==> src/rtl/cfgp_pkg.sv <==
package cfgp_pkg;
  localparam int BYTE_W    = 8;
  localparam int ADDR_W    = 6;
  localparam int SLOT_W    = 6;
  localparam int NUM_CH    = 2;
  localparam int MAX_BYTES = 4;
  localparam int CH_W      = $clog2(NUM_CH);
  localparam int IDX_W     = $clog2(MAX_BYTES + 1);
  localparam int CH_X      = 1;
  localparam int CH_Y      = 0;

  // Field order is fixed: the processing core decodes these positions.
  typedef struct packed {
    logic as0;
    logic as1;
    logic idle;
    logic alg_rst;
    logic bypass;
    logic mu_law;
    logic as2;
    logic compress;
  } ctrl_t;

  localparam ctrl_t CTRL_RESET = '{as0: 1'b0, as1: 1'b0, idle: 1'b1, alg_rst: 1'b0,
                                   bypass: 1'b0, mu_law: 1'b0, as2: 1'b0, compress: 1'b0};

  // Position of a byte within one transfer.
  typedef enum logic [IDX_W-1:0] {
    POS_CMD   = 3'd0,
    POS_CTRL  = 3'd1,
    POS_ISLOT = 3'd2,
    POS_OSLOT = 3'd3
  } byte_pos_e;
endpackage

==> src/rtl/cfgp_sync.sv <==
module cfgp_sync #(
  parameter int   STAGES  = 2,
  parameter logic RST_VAL = 1'b0
) (
  input  logic clk,
  input  logic rst_n,
  input  logic d,
  output logic q
);
  logic [STAGES-1:0] chain;

  always_ff @(posedge clk or negedge rst_n) begin
    if (!rst_n) chain <= {STAGES{RST_VAL}};
    else        chain <= {chain[STAGES-2:0], d};
  end

  assign q = chain[STAGES-1];
endmodule

==> src/rtl/cfgp_shifter.sv <==
module cfgp_shifter #(
  parameter int BYTE_W    = 8,
  parameter int MAX_BYTES = 4,
  parameter int IDX_W     = $clog2(MAX_BYTES + 1)
) (
  input  logic              clk,
  input  logic              rst_n,
  input  logic              frame_active,
  input  logic              bit_stb,
  input  logic              bit_in,
  output logic              byte_stb,
  output logic [BYTE_W-1:0] byte_data,
  output logic [IDX_W-1:0]  byte_num
);
  localparam int CNT_W = $clog2(BYTE_W);
  localparam logic [CNT_W-1:0] LAST_BIT = CNT_W'(BYTE_W - 1);
  localparam logic [IDX_W-1:0] IDX_FULL = IDX_W'(MAX_BYTES);

  logic [CNT_W-1:0]  bit_cnt;
  logic [BYTE_W-1:0] shreg;
  logic [IDX_W-1:0]  idx;
  logic              last_bit;

  assign last_bit  = (bit_cnt == LAST_BIT);
  assign byte_data = {bit_in, shreg[BYTE_W-1:1]};
  assign byte_num  = idx;
  assign byte_stb  = frame_active & bit_stb & last_bit & (idx != IDX_FULL);

  always_ff @(posedge clk or negedge rst_n) begin
    if (!rst_n) begin
      bit_cnt <= '0;
      shreg   <= '0;
      idx     <= '0;
    end else if (!frame_active) begin
      bit_cnt <= '0;
      idx     <= '0;
    end else if (bit_stb) begin
      shreg <= {bit_in, shreg[BYTE_W-1:1]};
      if (last_bit) begin
        bit_cnt <= '0;
        if (idx != IDX_FULL) idx <= idx + 1'b1;
      end else begin
        bit_cnt <= bit_cnt + 1'b1;
      end
    end
  end
endmodule

==> src/rtl/cfgp_frame_dec.sv <==
module cfgp_frame_dec
  import cfgp_pkg::*;
#(
  parameter int BYTE_W = cfgp_pkg::BYTE_W,
  parameter int ADDR_W = cfgp_pkg::ADDR_W,
  parameter int CH_W   = cfgp_pkg::CH_W,
  parameter int IDX_W  = cfgp_pkg::IDX_W
) (
  input  logic              clk,
  input  logic              rst_n,
  input  logic              frame_active,
  input  logic [ADDR_W-1:0] strap_addr,
  input  logic              byte_stb,
  input  logic [BYTE_W-1:0] byte_data,
  input  logic [IDX_W-1:0]  byte_num,
  output logic              wr_ctrl,
  output logic              wr_islot,
  output logic              wr_oslot,
  output logic [CH_W-1:0]   wr_ch,
  output logic              updating
);
  localparam int RSV_LO = ADDR_W + CH_W;

  logic            matched;
  logic [CH_W-1:0] sel_ch;
  logic            addr_hit;
  logic            rsv_clear;
  logic            hit;

  assign addr_hit  = (byte_data[ADDR_W-1:0] == strap_addr);
  assign rsv_clear = ~|byte_data[BYTE_W-1:RSV_LO];

  always_ff @(posedge clk or negedge rst_n) begin
    if (!rst_n) begin
      matched <= 1'b0;
      sel_ch  <= '0;
    end else if (!frame_active) begin
      matched <= 1'b0;
    end else if (byte_stb && byte_num == POS_CMD) begin
      matched <= addr_hit & rsv_clear;
      sel_ch  <= byte_data[ADDR_W +: CH_W];
    end
  end

  assign hit      = byte_stb & matched;
  assign wr_ctrl  = hit & (byte_num == POS_CTRL);
  assign wr_islot = hit & (byte_num == POS_ISLOT);
  assign wr_oslot = hit & (byte_num == POS_OSLOT);
  assign wr_ch    = sel_ch;
  assign updating = matched;
endmodule

==> src/rtl/cfgp_chan_regs.sv <==
module cfgp_chan_regs
  import cfgp_pkg::*;
#(
  parameter int BYTE_W = cfgp_pkg::BYTE_W,
  parameter int SLOT_W = cfgp_pkg::SLOT_W
) (
  input  logic              clk,
  input  logic              rst_n,
  input  logic              wr_ctrl,
  input  logic              wr_islot,
  input  logic              wr_oslot,
  input  logic [BYTE_W-1:0] wr_data,
  input  logic              alg_done,
  output logic [BYTE_W-1:0] ctrl,
  output logic [SLOT_W-1:0] in_slot,
  output logic [SLOT_W-1:0] out_slot,
  output logic              done
);
  ctrl_t ctrl_q;

  always_ff @(posedge clk or negedge rst_n) begin
    if (!rst_n) begin
      ctrl_q   <= CTRL_RESET;
      in_slot  <= '0;
      out_slot <= '0;
      done     <= 1'b0;
    end else begin
      done <= wr_ctrl | wr_islot | wr_oslot;
      if (wr_ctrl)       ctrl_q         <= ctrl_t'(wr_data);
      else if (alg_done) ctrl_q.alg_rst <= 1'b0;
      if (wr_islot) in_slot  <= wr_data[SLOT_W-1:0];
      if (wr_oslot) out_slot <= wr_data[SLOT_W-1:0];
    end
  end

  assign ctrl = ctrl_q;
endmodule

==> src/rtl/cfg_serial_port.sv <==
module cfg_serial_port
  import cfgp_pkg::*;
#(
  parameter int SYNC_STAGES = 2
) (
  input  logic              clk,
  input  logic              rst_n,
  input  logic [ADDR_W-1:0] strap_addr,
  input  logic              spi_cs_n,
  input  logic              spi_sclk,
  input  logic              spi_sdi,
  input  logic [NUM_CH-1:0] alg_reset_done,
  output logic [BYTE_W-1:0] ctrl_x,
  output logic [SLOT_W-1:0] in_slot_x,
  output logic [SLOT_W-1:0] out_slot_x,
  output logic [BYTE_W-1:0] ctrl_y,
  output logic [SLOT_W-1:0] in_slot_y,
  output logic [SLOT_W-1:0] out_slot_y,
  output logic              updating,
  output logic [NUM_CH-1:0] update_done
);
  logic cs_s, sclk_s, sdi_s, sclk_q;
  logic frame_active, bit_stb;
  logic              byte_stb;
  logic [BYTE_W-1:0] byte_data;
  logic [IDX_W-1:0]  byte_num;
  logic              wr_ctrl, wr_islot, wr_oslot;
  logic [CH_W-1:0]   wr_ch;

  logic [BYTE_W-1:0] ctrl_arr [NUM_CH];
  logic [SLOT_W-1:0] islot_arr[NUM_CH];
  logic [SLOT_W-1:0] oslot_arr[NUM_CH];

  cfgp_sync #(.STAGES(SYNC_STAGES), .RST_VAL(1'b1)) u_sync_cs (
    .clk(clk), .rst_n(rst_n), .d(spi_cs_n), .q(cs_s));
  cfgp_sync #(.STAGES(SYNC_STAGES), .RST_VAL(1'b0)) u_sync_sclk (
    .clk(clk), .rst_n(rst_n), .d(spi_sclk), .q(sclk_s));
  cfgp_sync #(.STAGES(SYNC_STAGES), .RST_VAL(1'b0)) u_sync_sdi (
    .clk(clk), .rst_n(rst_n), .d(spi_sdi), .q(sdi_s));

  always_ff @(posedge clk or negedge rst_n) begin
    if (!rst_n) sclk_q <= 1'b0;
    else        sclk_q <= sclk_s;
  end

  assign frame_active = ~cs_s;
  assign bit_stb      = frame_active & sclk_s & ~sclk_q;

  cfgp_shifter #(.BYTE_W(BYTE_W), .MAX_BYTES(MAX_BYTES), .IDX_W(IDX_W)) u_shift (
    .clk(clk), .rst_n(rst_n), .frame_active(frame_active),
    .bit_stb(bit_stb), .bit_in(sdi_s),
    .byte_stb(byte_stb), .byte_data(byte_data), .byte_num(byte_num));

  cfgp_frame_dec #(.BYTE_W(BYTE_W), .ADDR_W(ADDR_W), .CH_W(CH_W), .IDX_W(IDX_W)) u_dec (
    .clk(clk), .rst_n(rst_n), .frame_active(frame_active), .strap_addr(strap_addr),
    .byte_stb(byte_stb), .byte_data(byte_data), .byte_num(byte_num),
    .wr_ctrl(wr_ctrl), .wr_islot(wr_islot), .wr_oslot(wr_oslot),
    .wr_ch(wr_ch), .updating(updating));

  for (genvar ch = 0; ch < NUM_CH; ch++) begin : g_ch
    logic sel;
    assign sel = (wr_ch == CH_W'(ch));
    cfgp_chan_regs #(.BYTE_W(BYTE_W), .SLOT_W(SLOT_W)) u_regs (
      .clk(clk), .rst_n(rst_n),
      .wr_ctrl(wr_ctrl & sel), .wr_islot(wr_islot & sel), .wr_oslot(wr_oslot & sel),
      .wr_data(byte_data), .alg_done(alg_reset_done[ch]),
      .ctrl(ctrl_arr[ch]), .in_slot(islot_arr[ch]), .out_slot(oslot_arr[ch]),
      .done(update_done[ch]));
  end

  assign ctrl_x     = ctrl_arr[CH_X];
  assign in_slot_x  = islot_arr[CH_X];
  assign out_slot_x = oslot_arr[CH_X];
  assign ctrl_y     = ctrl_arr[CH_Y];
  assign in_slot_y  = islot_arr[CH_Y];
  assign out_slot_y = oslot_arr[CH_Y];
endmodule

==> config.mk <==
export PLATFORM = sky130hd
export DESIGN_NAME = cfg_serial_port
export DESIGN_NICKNAME = d
export VERILOG_FILES = /design/src/rtl/cfgp_pkg.sv /design/src/rtl/cfgp_sync.sv /design/src/rtl/cfgp_shifter.sv /design/src/rtl/cfgp_frame_dec.sv /design/src/rtl/cfgp_chan_regs.sv /design/src/rtl/cfg_serial_port.sv
export SDC_FILE = /design/constraint.sdc
export NUM_CORES = 1
export LEC_CHECK = 0
export ABC_AREA = 1
export ABC_CLOCK_PERIOD_IN_PS = 5000
export CORE_MARGIN = 2
export CORE_UTILIZATION = 55
export DETAILED_ROUTE_END_ITERATION = 7
export PLACE_DENSITY = 0.93
export SLEW_MARGIN = 40
export SYNTH_ARGS = -nofsm -noshare
export SYNTH_HDL_FRONTEND = slang
export SYNTH_SLANG_ARGS = --single-unit
==> constraint.sdc <==
create_clock -name clk -period 5 [get_ports clk]
set_clock_uncertainty 0.15 [all_clocks]
set_input_delay 1.5 -clock clk [delete_from_list [all_inputs] [get_ports clk]]
set_output_delay 1.5 -clock clk [all_outputs]
set_load 0.02 [all_outputs]
==> results of run 1 <==
registers in the layout, summed over array words and instances, names as in the netlist:
register / count
g_ch.u_regs.ctrl: 16
u_dec.wr_ch: 1
u_shift.shreg: 7
g_ch.u_regs.done: 2
u_sync_cs.chain: 2
u_shift.byte_num: 3
g_ch.u_regs.in_slot: 12
sclk_q: 1
u_shift.bit_cnt: 3
u_dec.updating: 1
u_sync_sclk.chain: 2
u_sync_sdi.chain: 2
g_ch.u_regs.out_slot: 12
cells in the final DEF, fill, tap and decap left out, drive strengths merged:
cell / count
dfstp: 4
nor3: 1
inv: 27
bufinv: 1
nand4: 46
o31ai: 1
nor2: 10
clkinv: 1
clkbuf: 15
a21oi: 2
o21ai: 11
dfrtp: 60
ha: 7
nand3: 8
o22ai: 1
clkdlybuf4s50: 54
nand2: 111
buf: 4
routing by layer:
layer | wire length [um] | GRT usage | vias up
met5 | 0 | 0 | -
met4 | 91 | 0.121 | 0
met3 | 450 | 0.0488 | 10
met2 | 3240 | 0.380 | 105
met1 | 2630 | 0.299 | 1133
li1 | - | - | 1113
power breakdown:
group / switching [mW] / internal [mW] / total (mW)
registers: 0.0416 / 0.535 / 0.577
logic: 0.0364 / 0.0229 / 0.0592
clock network: 0.183 / 0.245 / 0.428
total: 0.261 / 0.803 / 1.06
worst paths after layout:
check | startpoint | endpoint | slack, ps | depth (start not counted)
worst min register to register | u_sync_sclk.chain[0] | u_sync_sclk.chain[1] | 200 | 0
worst min-delay path | u_sync_sclk.chain[0] | u_sync_sclk.chain[1] | 200 | 0
worst max-delay path | u_dec.updating | updating | 1470 | 1
max in group asynchronous | rst_n | g_ch[0].u_regs.ctrl[5] | 2790 | 2
worst max register to register | u_shift.byte_num[0] | g_ch[0].u_regs.in_slot[0] | 2830 | 9
min in group asynchronous | rst_n | u_sync_sdi.chain[1] | 1010 | 1
cell families (layout without fill, tap and decap cells):
| kind of cell | count (synthesis) | after routing | share of synthesized area |
|---|---|---|---|
| AND/OR/NAND/NOR | 176 | 176 | 0.314 |
| flip-flops | 64 | 64 | 0.542 |
| adder cells (fa/ha/maj) | 7 | 7 | 0.0296 |
| AO/OA/AOI/OAI | 15 | 15 | 0.0266 |
| buffers and inverters | 51 | 102 | 0.0878 |
through the flow:
stage	power (mW)	setup slack, ps	cell area, um2
2_1_floorplan	0.609	2790	2960
3_3_place_gp	0.637	1860	3450
3_5_place_dp	0.644	1830	3480
4_1_cts	1.07	1460	3660
5_1_grt	1.10	1400	3660
6_report	1.06	1470	3660
area by class of cell:
class,instances,area share
clock buffer,15,0.0427
clock inverter,1,0.00820
inverter,28,0.0301
multi-input combinational,198,0.299
sequential,64,0.439
tap,70,0.0239
timing repair buffer,58,0.157
==> results.txt, run 1 <==
----------------------------------------------------
[Final layout]
  Antenna cell count ... 0
  Number of nets at the end of the flow ... 379
  Fraction of final layout cells sized beyond drive strength 1 ... 0.0934
  Final core utilization ... 0.713
  Count of filler cells inserted in the layout ... 401
  Final cell count without fillers ... 434
  Combined flip-flop and latch cell area ... 1610 um2
  Layout-stage area growth over the synthesis result ... 23.6%
  Area of combinational cells with multiple inputs ... 1100 um2

[Global routing]
  Antenna violations before repair ... 0
  Global-route total usage across every layer ... 0.234
  Maximum number of pins on one net before global-route repair ... 38
  Overflow after GRT ... 0
  Via count of the first global-routing pass ... 2,310
  Global-route wire length before repair ... 10,800 um

[Worst setup path]
  Required time at the endpoint of the critical path ... 3350 ps
  CP Capture Type ... primary output
  Buffer and inverter count on the worst path ... 1
  Critical path type ... reg2out
  Critical path, cell by cell ... clkdlybuf4s50_1
  Crit path max-delay cell type ... sky130_fd_sc_hd__dfrtp_1
  Critical path arrival ... 1880 ps
  Startpoint types ... flip-flop
  Worst stage delay on the critical path ... 780 ps
  CP max FO ... 9
  Crit path max-delay family ... flip-flops

[Logic synthesis]
  Netlist area before placement ... 2960 um2
  Cell count after synthesis ... 313
  Number of synthesized flops with an enable pin ... 0
  Most used flip-flop cell after synthesis ... sky130_fd_sc_hd__dfrtp_1
  Sequential-to-total area share from yosys stat ... 0.542
  Share of synthesized flip-flops with an asynchronous set or reset ... 1.00
  Dominant cell by count in the synthesized netlist ... sky130_fd_sc_hd__nand2_1
  Average instance area after synthesis ... 9.47 um2
  Synthesized Nets ... 333
  Post-synth cell types ... 27
  Largest cells by area after synthesis ... sky130_fd_sc_hd__dfrtp_1, sky130_fd_sc_hd__nand2_1, sky130_fd_sc_hd__nand4_1
  Area share of the leading cell type in the synthesized netlist ... 0.507
  Seq cells post-synth ... 64
  Top cells by count, synth ... sky130_fd_sc_hd__nand2_1, sky130_fd_sc_hd__dfrtp_1, sky130_fd_sc_hd__nand4_1
  Post-synthesis cell type with the largest combined area ... sky130_fd_sc_hd__dfrtp_1
  Number of warnings reported in the yosys synthesis log ... 0

[Routing]
  Detailed Route Iter0 Violations ... 208
  Number of nets still failing antenna checks after routing ... 0
  Vias after detailed routing ... 2,361
  Post-route DRC ... 0
  Total wire length after detailed routing ... 6410 um
  Routed length per instance ... 14.8 um
  Pre-antenna DRT Iters ... 4
  Detail-routed via count per cell ... 5.44

[Timing]
  Final setup viols ... 0
  Post-route setup TNS ... 0 ps
  Min Clock Period, post-route ... 3530 ps
  Actual slew at the worst max-slew pin ... 820 ps
  Unrepaired setup endpoints after global routing ... no
  Total count of hold-check failures in the final report ... 0
  Share of the clock period used by the worst path ... 0.706
  Hold slack ... 196 ps
  Max_slew headroom ... 0.453
  Maximum achievable frequency ... 283 MHz
  Final-report max-slew violation count ... 0

[Floorplanning]
  Y dimension of the die ... 77.4 um
  Die W ... 77.4 um
  Std-Cell Rows ... 26
  Initial standard-cell utilization of the core ... 0.576
  Core Region ... 5140 um2
  DIE AREA ... 5990 um2
  # IOs ... 56

[Clocking]
  Number of buffers inserted by post-CTS setup repair ... 0
  CTS tree ... done
  CTS sink cnt ... 64
  Number of buffers inserted by hold repair at cts ... 0
  Clock insertion delay at the later pin of the skew report ... 340 ps
  Buffer cell driving the clock tree root ... sky130_fd_sc_hd__clkbuf_8
  Max H-tree Level ... 3
  Maximum buffer depth of the clock tree ... 2
  Number of buffers created by CTS ... 9
  Number of resized instances in the post-cts repair step ... 0
  CTS clk-pin slew, worst paths ... 60 ps

[Run]
  Number of maximum-capacitance constraint violations ... 0

[Outcome]
  Result of the run ... finished, final reports clean

[Power]
  Max IR drop VDD ... 0.000228 V
  Cell leakage power ... 1.85 nW
  Power density relative to cell area ... 290 nW/um2

[Place]
  GP Congestion ... 0.832
  Dpl hpwl ... 4540 um
  Placed Cells incl. Taps ... 418
  Count of buffers inserted at the top-level ports ... 55

[Hold path]
  Type of the tightest min-delay check ... reg2reg

----------------------------------------------------
No activity file was read; power rests on OpenSTA's default activity.
==> inputs of run 2 (changes only) <==
--- a/config.mk
+++ b/config.mk
@@ -6,11 +6,11 @@
 export NUM_CORES = 1
 export LEC_CHECK = 0
 export ABC_AREA = 1
-export ABC_CLOCK_PERIOD_IN_PS = 5000
+export ABC_CLOCK_PERIOD_IN_PS = 3700
 export CORE_MARGIN = 2
-export CORE_UTILIZATION = 55
+export CORE_UTILIZATION = 52
 export DETAILED_ROUTE_END_ITERATION = 7
-export PLACE_DENSITY = 0.93
+export PLACE_DENSITY = 0.89
 export SLEW_MARGIN = 40
 export SYNTH_ARGS = -nofsm -noshare
 export SYNTH_HDL_FRONTEND = slang
==> constraint.sdc (replaced) <==
create_clock -name clk -period 3.7 [get_ports clk]
set_clock_uncertainty 0.15 [all_clocks]
set_input_delay 1.11 -clock clk [delete_from_list [all_inputs] [get_ports clk]]
set_output_delay 1.11 -clock clk [all_outputs]
set_load 0.02 [all_outputs]
==> run 2 against run 1 <==
  * Worst hold slack improved by 3.1 ps
  * Critical path type unchanged
  * Sequential power grew 36%
  * Largest power group unchanged
  * First-iteration DRC count decreased by 16%
  * Global-route usage shrank 0.87 points
==> results.txt, run 2 (synthesis results as in run 1) <==
----------------------------------------------------
[Worst setup path]
  Critical path, cell by cell ... clkdlybuf4s50_1
  Critical path type ... reg2out
  R2R Setup Slk ... 1410 ps (-1420 ps)
  Buffer and inverter count on the worst path ... 1 (unchanged)
  CP Capture Type ... primary output
  Worst stage delay on the critical path ... 600 ps (-180 ps)
  Crit path max-delay cell type ... sky130_fd_sc_hd__clkdlybuf4s50_1
  CP max FO ... 2 (-7)
  Startpoint types ... flip-flop
  Required time at the endpoint of the critical path ... 2440 ps (-910 ps)
  Critical path arrival ... 1490 ps (-390 ps)
  Crit path max-delay family ... buffers and inverters

[Place]
  Count of buffers inserted at the top-level ports ... 55 (unchanged)
  GP Congestion ... 0.800 (-3.9%)
  Dpl hpwl ... 4360 um (-4.1%)

[Global routing]
  Global-route wire length before repair ... 10,700 um (-0.95%)
  Overflow after GRT ... 0 (unchanged)
  Global-route total usage across every layer ... 0.226 (-0.00873)
  Maximum number of pins on one net before global-route repair ... 39 (+2.6%)
  Antenna violations before repair ... 0 (unchanged)
  Via count of the first global-routing pass ... 2,247 (-2.7%)

[Timing]
  Unrepaired setup endpoints after global routing ... no
  Post-route setup TNS ... 0 ps (unchanged)
  Final-report max-slew violation count ... 0 (unchanged)
  Total count of hold-check failures in the final report ... 0 (unchanged)
  Maximum achievable frequency ... 364 MHz
  Actual slew at the worst max-slew pin ... 820 ps (-0.241 ps)
  Max_slew headroom ... 0.453 (about the same)
  Share of the clock period used by the worst path ... 0.743
  Final setup viols ... 0 (unchanged)
  Min Clock Period, post-route ... 2750 ps

[Routing]
  Total wire length after detailed routing ... 6360 um (-0.75%)
  Post-route DRC ... 0 (unchanged)
  Routed length per instance ... 14.5 um (-1.7%)
  Detailed Route Iter0 Violations ... 174 (-16%)
  Pre-antenna DRT Iters ... 4 (unchanged)
  Detail-routed via count per cell ... 5.38 (-1.1%)
  Vias after detailed routing ... 2,357 (-0.17%)
  Number of nets still failing antenna checks after routing ... 0 (unchanged)

[Clocking]
  Number of buffers inserted by post-CTS setup repair ... 0 (unchanged)
  Number of resized instances in the post-cts repair step ... 0 (unchanged)
  CTS clk-pin slew, worst paths ... 80 ps (+20 ps)
  Number of buffers inserted by hold repair at cts ... 0 (unchanged)
  Maximum buffer depth of the clock tree ... 2 (unchanged)
  Number of buffers created by CTS ... 9 (unchanged)
  Max H-tree Level ... 3 (unchanged)
  Buffer cell driving the clock tree root ... sky130_fd_sc_hd__clkbuf_8
  Clock insertion delay at the later pin of the skew report ... 340 ps (about the same)
  CTS sink cnt ... 64 (unchanged)
  CTS tree ... done

[Floorplanning]
  Y dimension of the die ... 79.5 um (+2.7%)
  Core Region ... 5510 um2 (+7.1%)
  Die W ... 79.5 um (+2.7%)
  Initial standard-cell utilization of the core ... 0.538 (-0.0384)
  Std-Cell Rows ... 27 (+3.8%)
  # IOs ... 56 (unchanged)
  DIE AREA ... 6320 um2 (+5.5%)

[Final layout]
  Number of nets at the end of the flow ... 381 (+0.53%)
  Leading cell types in the layout, fill and taps excluded ... sky130_fd_sc_hd__nand2_1, sky130_fd_sc_hd__dfrtp_1, sky130_fd_sc_hd__clkdlybuf4s50_1
  Flip-flop count of the largest register, all copies and words added ... 16 (unchanged)
  Antenna cell count ... 0 (unchanged)
  Final core utilization ... 0.670 (-0.0427)
  Fraction of final layout cells sized beyond drive strength 1 ... 0.104 (+0.0104)
  Most common cell after layout, fill and taps aside ... sky130_fd_sc_hd__nand2_1
  Layout-stage area growth over the synthesis result ... 24.5%

[Power]
  Total design power ... 1.47 mW (+38%)
  Cell leakage power ... 1.87 nW (+1.0%)
  Power density relative to cell area ... 399 nW/um2 (+37%)
  Max IR drop VDD ... 0.000265 V (+17%)

[Run]
  Number of maximum-capacitance constraint violations ... 0 (unchanged)

[Hold path]
  Type of the tightest min-delay check ... reg2reg

[Outcome]
  Result of the run ... finished, final reports clean

----------------------------------------------------
run 2: changes by cell type in the layout (fill, tap and decap cells not counted), sizes merged:
cell | before | now
buf | 4 | 6
clkinvlp | 0 | 1
clkinv | 1 | 2
clkbuf | 15 | 13
run 2: routing by layer:
layer,track usage,wire length (um),vias up
met5,0,0,-
met4,0.110,121,0
met3,0.0566,443,14
met2,0.353,3200,99
met1,0.293,2600,1122
li1,-,-,1122
run 2: cell type report:
cell class / count / area (um2)
inverters: 28 / 110
repair buffers: 60 / 586
well taps: 72 / 90.1
fillers: 422 / 1820
clock inverters: 3 / 42.5
flip-flops and latches: 64 / 1610
multi-input cells: 198 / 1100
clock buffers: 13 / 159
run 2: final timing paths:
path                                         from                          to  cells after the start
max                        g_ch[0].u_regs.ctrl[5]                   ctrl_y[5]                      1
max in group asynchronous                   rst_n      g_ch[0].u_regs.ctrl[5]                      2
min reg2reg                   u_sync_sdi.chain[0]         u_sync_sdi.chain[1]                      0
min                           u_sync_sdi.chain[0]         u_sync_sdi.chain[1]                      0
max reg2reg                   u_shift.byte_num[0]  g_ch[0].u_regs.out_slot[3]                      8
min in group asynchronous                   rst_n  g_ch[0].u_regs.out_slot[0]                      1
run 2: metrics by stage:
stage / worst slack, ps / instance area, um2 / hold slack, ps / std cells
2_1_floorplan: 1880 / 2960 / 181 / 313
3_3_place_gp: 1340 / 3490 / 182 / 422
3_5_place_dp: 1330 / 3490 / 185 / 422
4_1_cts: 946 / 3690 / 200 / 438
5_1_grt: 925 / 3690 / 212 / 438
6_report: 951 / 3690 / 199 / 438
run 2: power breakdown:
part / total, mW / internal, mW / switching [mW]
sequential: 0.782 / 0.723 / 0.0597
clock: 0.609 / 0.347 / 0.262
combinational: 0.0810 / 0.0319 / 0.0490
total: 1.47 / 1.10 / 0.370
==> inputs of run 3 (changes only) <==
--- a/config.mk
+++ b/config.mk
@@ -6,11 +6,11 @@
 export NUM_CORES = 1
 export LEC_CHECK = 0
 export ABC_AREA = 1
-export ABC_CLOCK_PERIOD_IN_PS = 3700
+export ABC_CLOCK_PERIOD_IN_PS = 2500
 export CORE_MARGIN = 2
-export CORE_UTILIZATION = 52
+export CORE_UTILIZATION = 47
 export DETAILED_ROUTE_END_ITERATION = 7
-export PLACE_DENSITY = 0.89
+export PLACE_DENSITY = 0.85
 export SLEW_MARGIN = 40
 export SYNTH_ARGS = -nofsm -noshare
 export SYNTH_HDL_FRONTEND = slang
==> constraint.sdc (replaced) <==
create_clock -name clk -period 2.5 [get_ports clk]
set_clock_uncertainty 0.15 [all_clocks]
set_input_delay 0.75 -clock clk [delete_from_list [all_inputs] [get_ports clk]]
set_output_delay 0.75 -clock clk [all_outputs]
set_load 0.02 [all_outputs]
==> run 3 against run 2 <==
  * Non-clock buffer count increased by 3
  * First-iteration DRC count is 6.9% higher
  * Cell area up 1.3%
  * Sequential cell count stayed put
  * Worst hold slack improved by 5.9 ps
  * Worst setup slack lost 810 ps
  * Core utilization fell by 4.6 points
  * Wire length increased by 0.35%
  * Combinational power rose by 47%
  * Critical path depth unchanged
  * Critical path type unchanged
  * Highest routed layer unchanged
==> results.txt, run 3 (synthesis results as in run 1) <==
----------------------------------------------------
[Global routing]
  Antenna violations before repair ... 0 (unchanged)
  Via count of the first global-routing pass ... 2,265 (+0.80%)
  Overflow after GRT ... 0 (unchanged)
  Global-route total usage across every layer ... 0.196 (-0.0296)
  Maximum number of pins on one net before global-route repair ... 65 (+67%)
  Global-route wire length before repair ... 10,700 um (-0.45%)

[Timing]
  Actual slew at the worst max-slew pin ... 662 ps (-158 ps)
  Unrepaired setup endpoints after global routing ... no
  Max_slew headroom ... 0.559 (+0.106)
  Maximum achievable frequency ... 424 MHz
  Post-route setup TNS ... 0 ps (unchanged)
  Share of the clock period used by the worst path ... 0.944
  Total count of hold-check failures in the final report ... 0 (unchanged)
  Final setup viols ... 0 (unchanged)
  Final-report max-slew violation count ... 0 (unchanged)
  Min Clock Period, post-route ... 2360 ps

[Clocking]
  Number of buffers inserted by hold repair at cts ... 0 (unchanged)
  Number of buffers inserted by post-CTS setup repair ... 0 (unchanged)
  Buffer cell driving the clock tree root ... sky130_fd_sc_hd__clkbuf_8
  Number of resized instances in the post-cts repair step ... 0 (unchanged)
  CTS tree ... done
  Clock insertion delay at the later pin of the skew report ... 340 ps (about the same)
  CTS clk-pin slew, worst paths ... 70 ps (about the same)
  Maximum buffer depth of the clock tree ... 2 (unchanged)
  CTS sink cnt ... 64 (unchanged)
  Number of buffers created by CTS ... 9 (unchanged)
  Max H-tree Level ... 3 (unchanged)

[Routing]
  Pre-antenna DRT Iters ... 4 (unchanged)
  Vias after detailed routing ... 2,368 (+0.47%)
  Routed length per instance ... 14.4 um (-1.0%)
  Post-route DRC ... 0 (unchanged)
  Total wire length after detailed routing ... 6390 um (+0.35%)
  Number of nets still failing antenna checks after routing ... 0 (unchanged)
  Detailed Route Iter0 Violations ... 186 (+6.9%)
  Detail-routed via count per cell ... 5.33 (-0.89%)

[Worst setup path]
  Crit path max-delay cell type ... sky130_fd_sc_hd__clkdlybuf4s50_1
  Buffer and inverter count on the worst path ... 1 (unchanged)
  Critical path type ... reg2out
  Critical path, cell by cell ... clkdlybuf4s50_1
  CP Capture Type ... primary output
  Crit path max-delay family ... buffers and inverters
  CP max FO ... 2 (unchanged)
  Required time at the endpoint of the critical path ... 1600 ps (-840 ps)
  Startpoint types ... flip-flop
  Critical path arrival ... 1460 ps (-30 ps)
  Worst stage delay on the critical path ... 590 ps (about the same)

[Final layout]
  Most common cell after layout, fill and taps aside ... sky130_fd_sc_hd__nand2_1
  Layout-stage area growth over the synthesis result ... 26.2%
  Final instance area ... 3740 um2 (+1.3%)
  Flip-flop count of the largest register, all copies and words added ... 16 (unchanged)
  Leading cell types in the layout, fill and taps excluded ... sky130_fd_sc_hd__nand2_1, sky130_fd_sc_hd__dfrtp_1, sky130_fd_sc_hd__clkdlybuf4s50_1
  Fraction of final layout cells sized beyond drive strength 1 ... 0.108 (+0.00458)
  Number of nets at the end of the flow ... 384 (+0.79%)
  Antenna cell count ... 0 (unchanged)

[Floorplanning]
  Die W ... 83.4 um (+4.9%)
  DIE AREA ... 6950 um2 (+10%)
  Std-Cell Rows ... 28 (+3.7%)
  Initial standard-cell utilization of the core ... 0.495 (-0.0435)
  Y dimension of the die ... 83.4 um (+4.9%)
  Core Region ... 5990 um2 (+8.8%)
  # IOs ... 56 (unchanged)

[Power]
  Cell leakage power ... 1.89 nW (+1.5%)
  Power density relative to cell area ... 600 nW/um2 (+50%)
  Max IR drop VDD ... 0.000410 V (+55%)

[Place]
  Instance area after placement ... 3520 um2 (+1.1%)
  Count of buffers inserted at the top-level ports ... 55 (unchanged)
  GP Congestion ... 0.816 (+2.0%)
  Dpl hpwl ... 4260 um (-2.3%)

[Run]
  Number of maximum-capacitance constraint violations ... 0 (unchanged)

[Hold path]
  Type of the tightest min-delay check ... reg2reg

[Outcome]
  Result of the run ... finished, final reports clean

----------------------------------------------------
[run 3: layout make-up]
| class | instances | area, um2 |
|---|---|---|
| clock buffers | 13 | 149 |
| clock inverters | 3 | 65.1 |
| fillers | 495 | 2250 |
| inverters | 28 | 110 |
| multi-input cells | 198 | 1100 |
| flip-flops and latches | 64 | 1610 |
| well taps | 75 | 93.8 |
| repair buffers | 63 | 618 |
[run 3: metrics by stage]
stage,total power [mW],std cells,setup WS (ps),hold slack (ps),util
CTS,2.26,444,124,209,0.624
finish,2.24,444,140,205,0.624
detailed placement,1.29,428,496,193,0.588
floorplan,1.22,313,898,181,-
global placement,1.29,428,503,183,0.588
global route,2.32,444,100,218,0.624
[run 3: worst paths after layout]
check                           cells past startpoint                    from  slack (ps)                         to
worst max-delay path                                1  g_ch[0].u_regs.ctrl[5]         140                  ctrl_y[5]
worst min-delay path                                0    u_sync_sclk.chain[0]         200       u_sync_sclk.chain[1]
worst max register to register                      7     u_shift.byte_num[0]         600  g_ch[0].u_regs.in_slot[4]
worst min register to register                      0    u_sync_sclk.chain[0]         200       u_sync_sclk.chain[1]
max in group asynchronous                           2                   rst_n        1620     g_ch[0].u_regs.ctrl[5]
min in group asynchronous                           2                   rst_n         250       u_sync_sclk.chain[1]
[run 3: per-layer routing]
layer / track usage / share of wire / vias to the layer above
li1: - / - / 1133
met1: 0.244 / 0.43 / 1136
met2: 0.318 / 0.49 / 88
met3: 0.0487 / 0.061 / 11
met4: 0.0969 / 0.020 / 0
met5: 0 / 0 / -
[run 3: power breakdown]
group | internal (mW) | switching (mW) | leakage, nW
registers | 1.07 | 0.0860 | 0.859
logic | 0.0480 | 0.0712 | 0.927
clock network | 0.588 | 0.378 | 0.108
total | 1.71 | 0.535 | 1.89
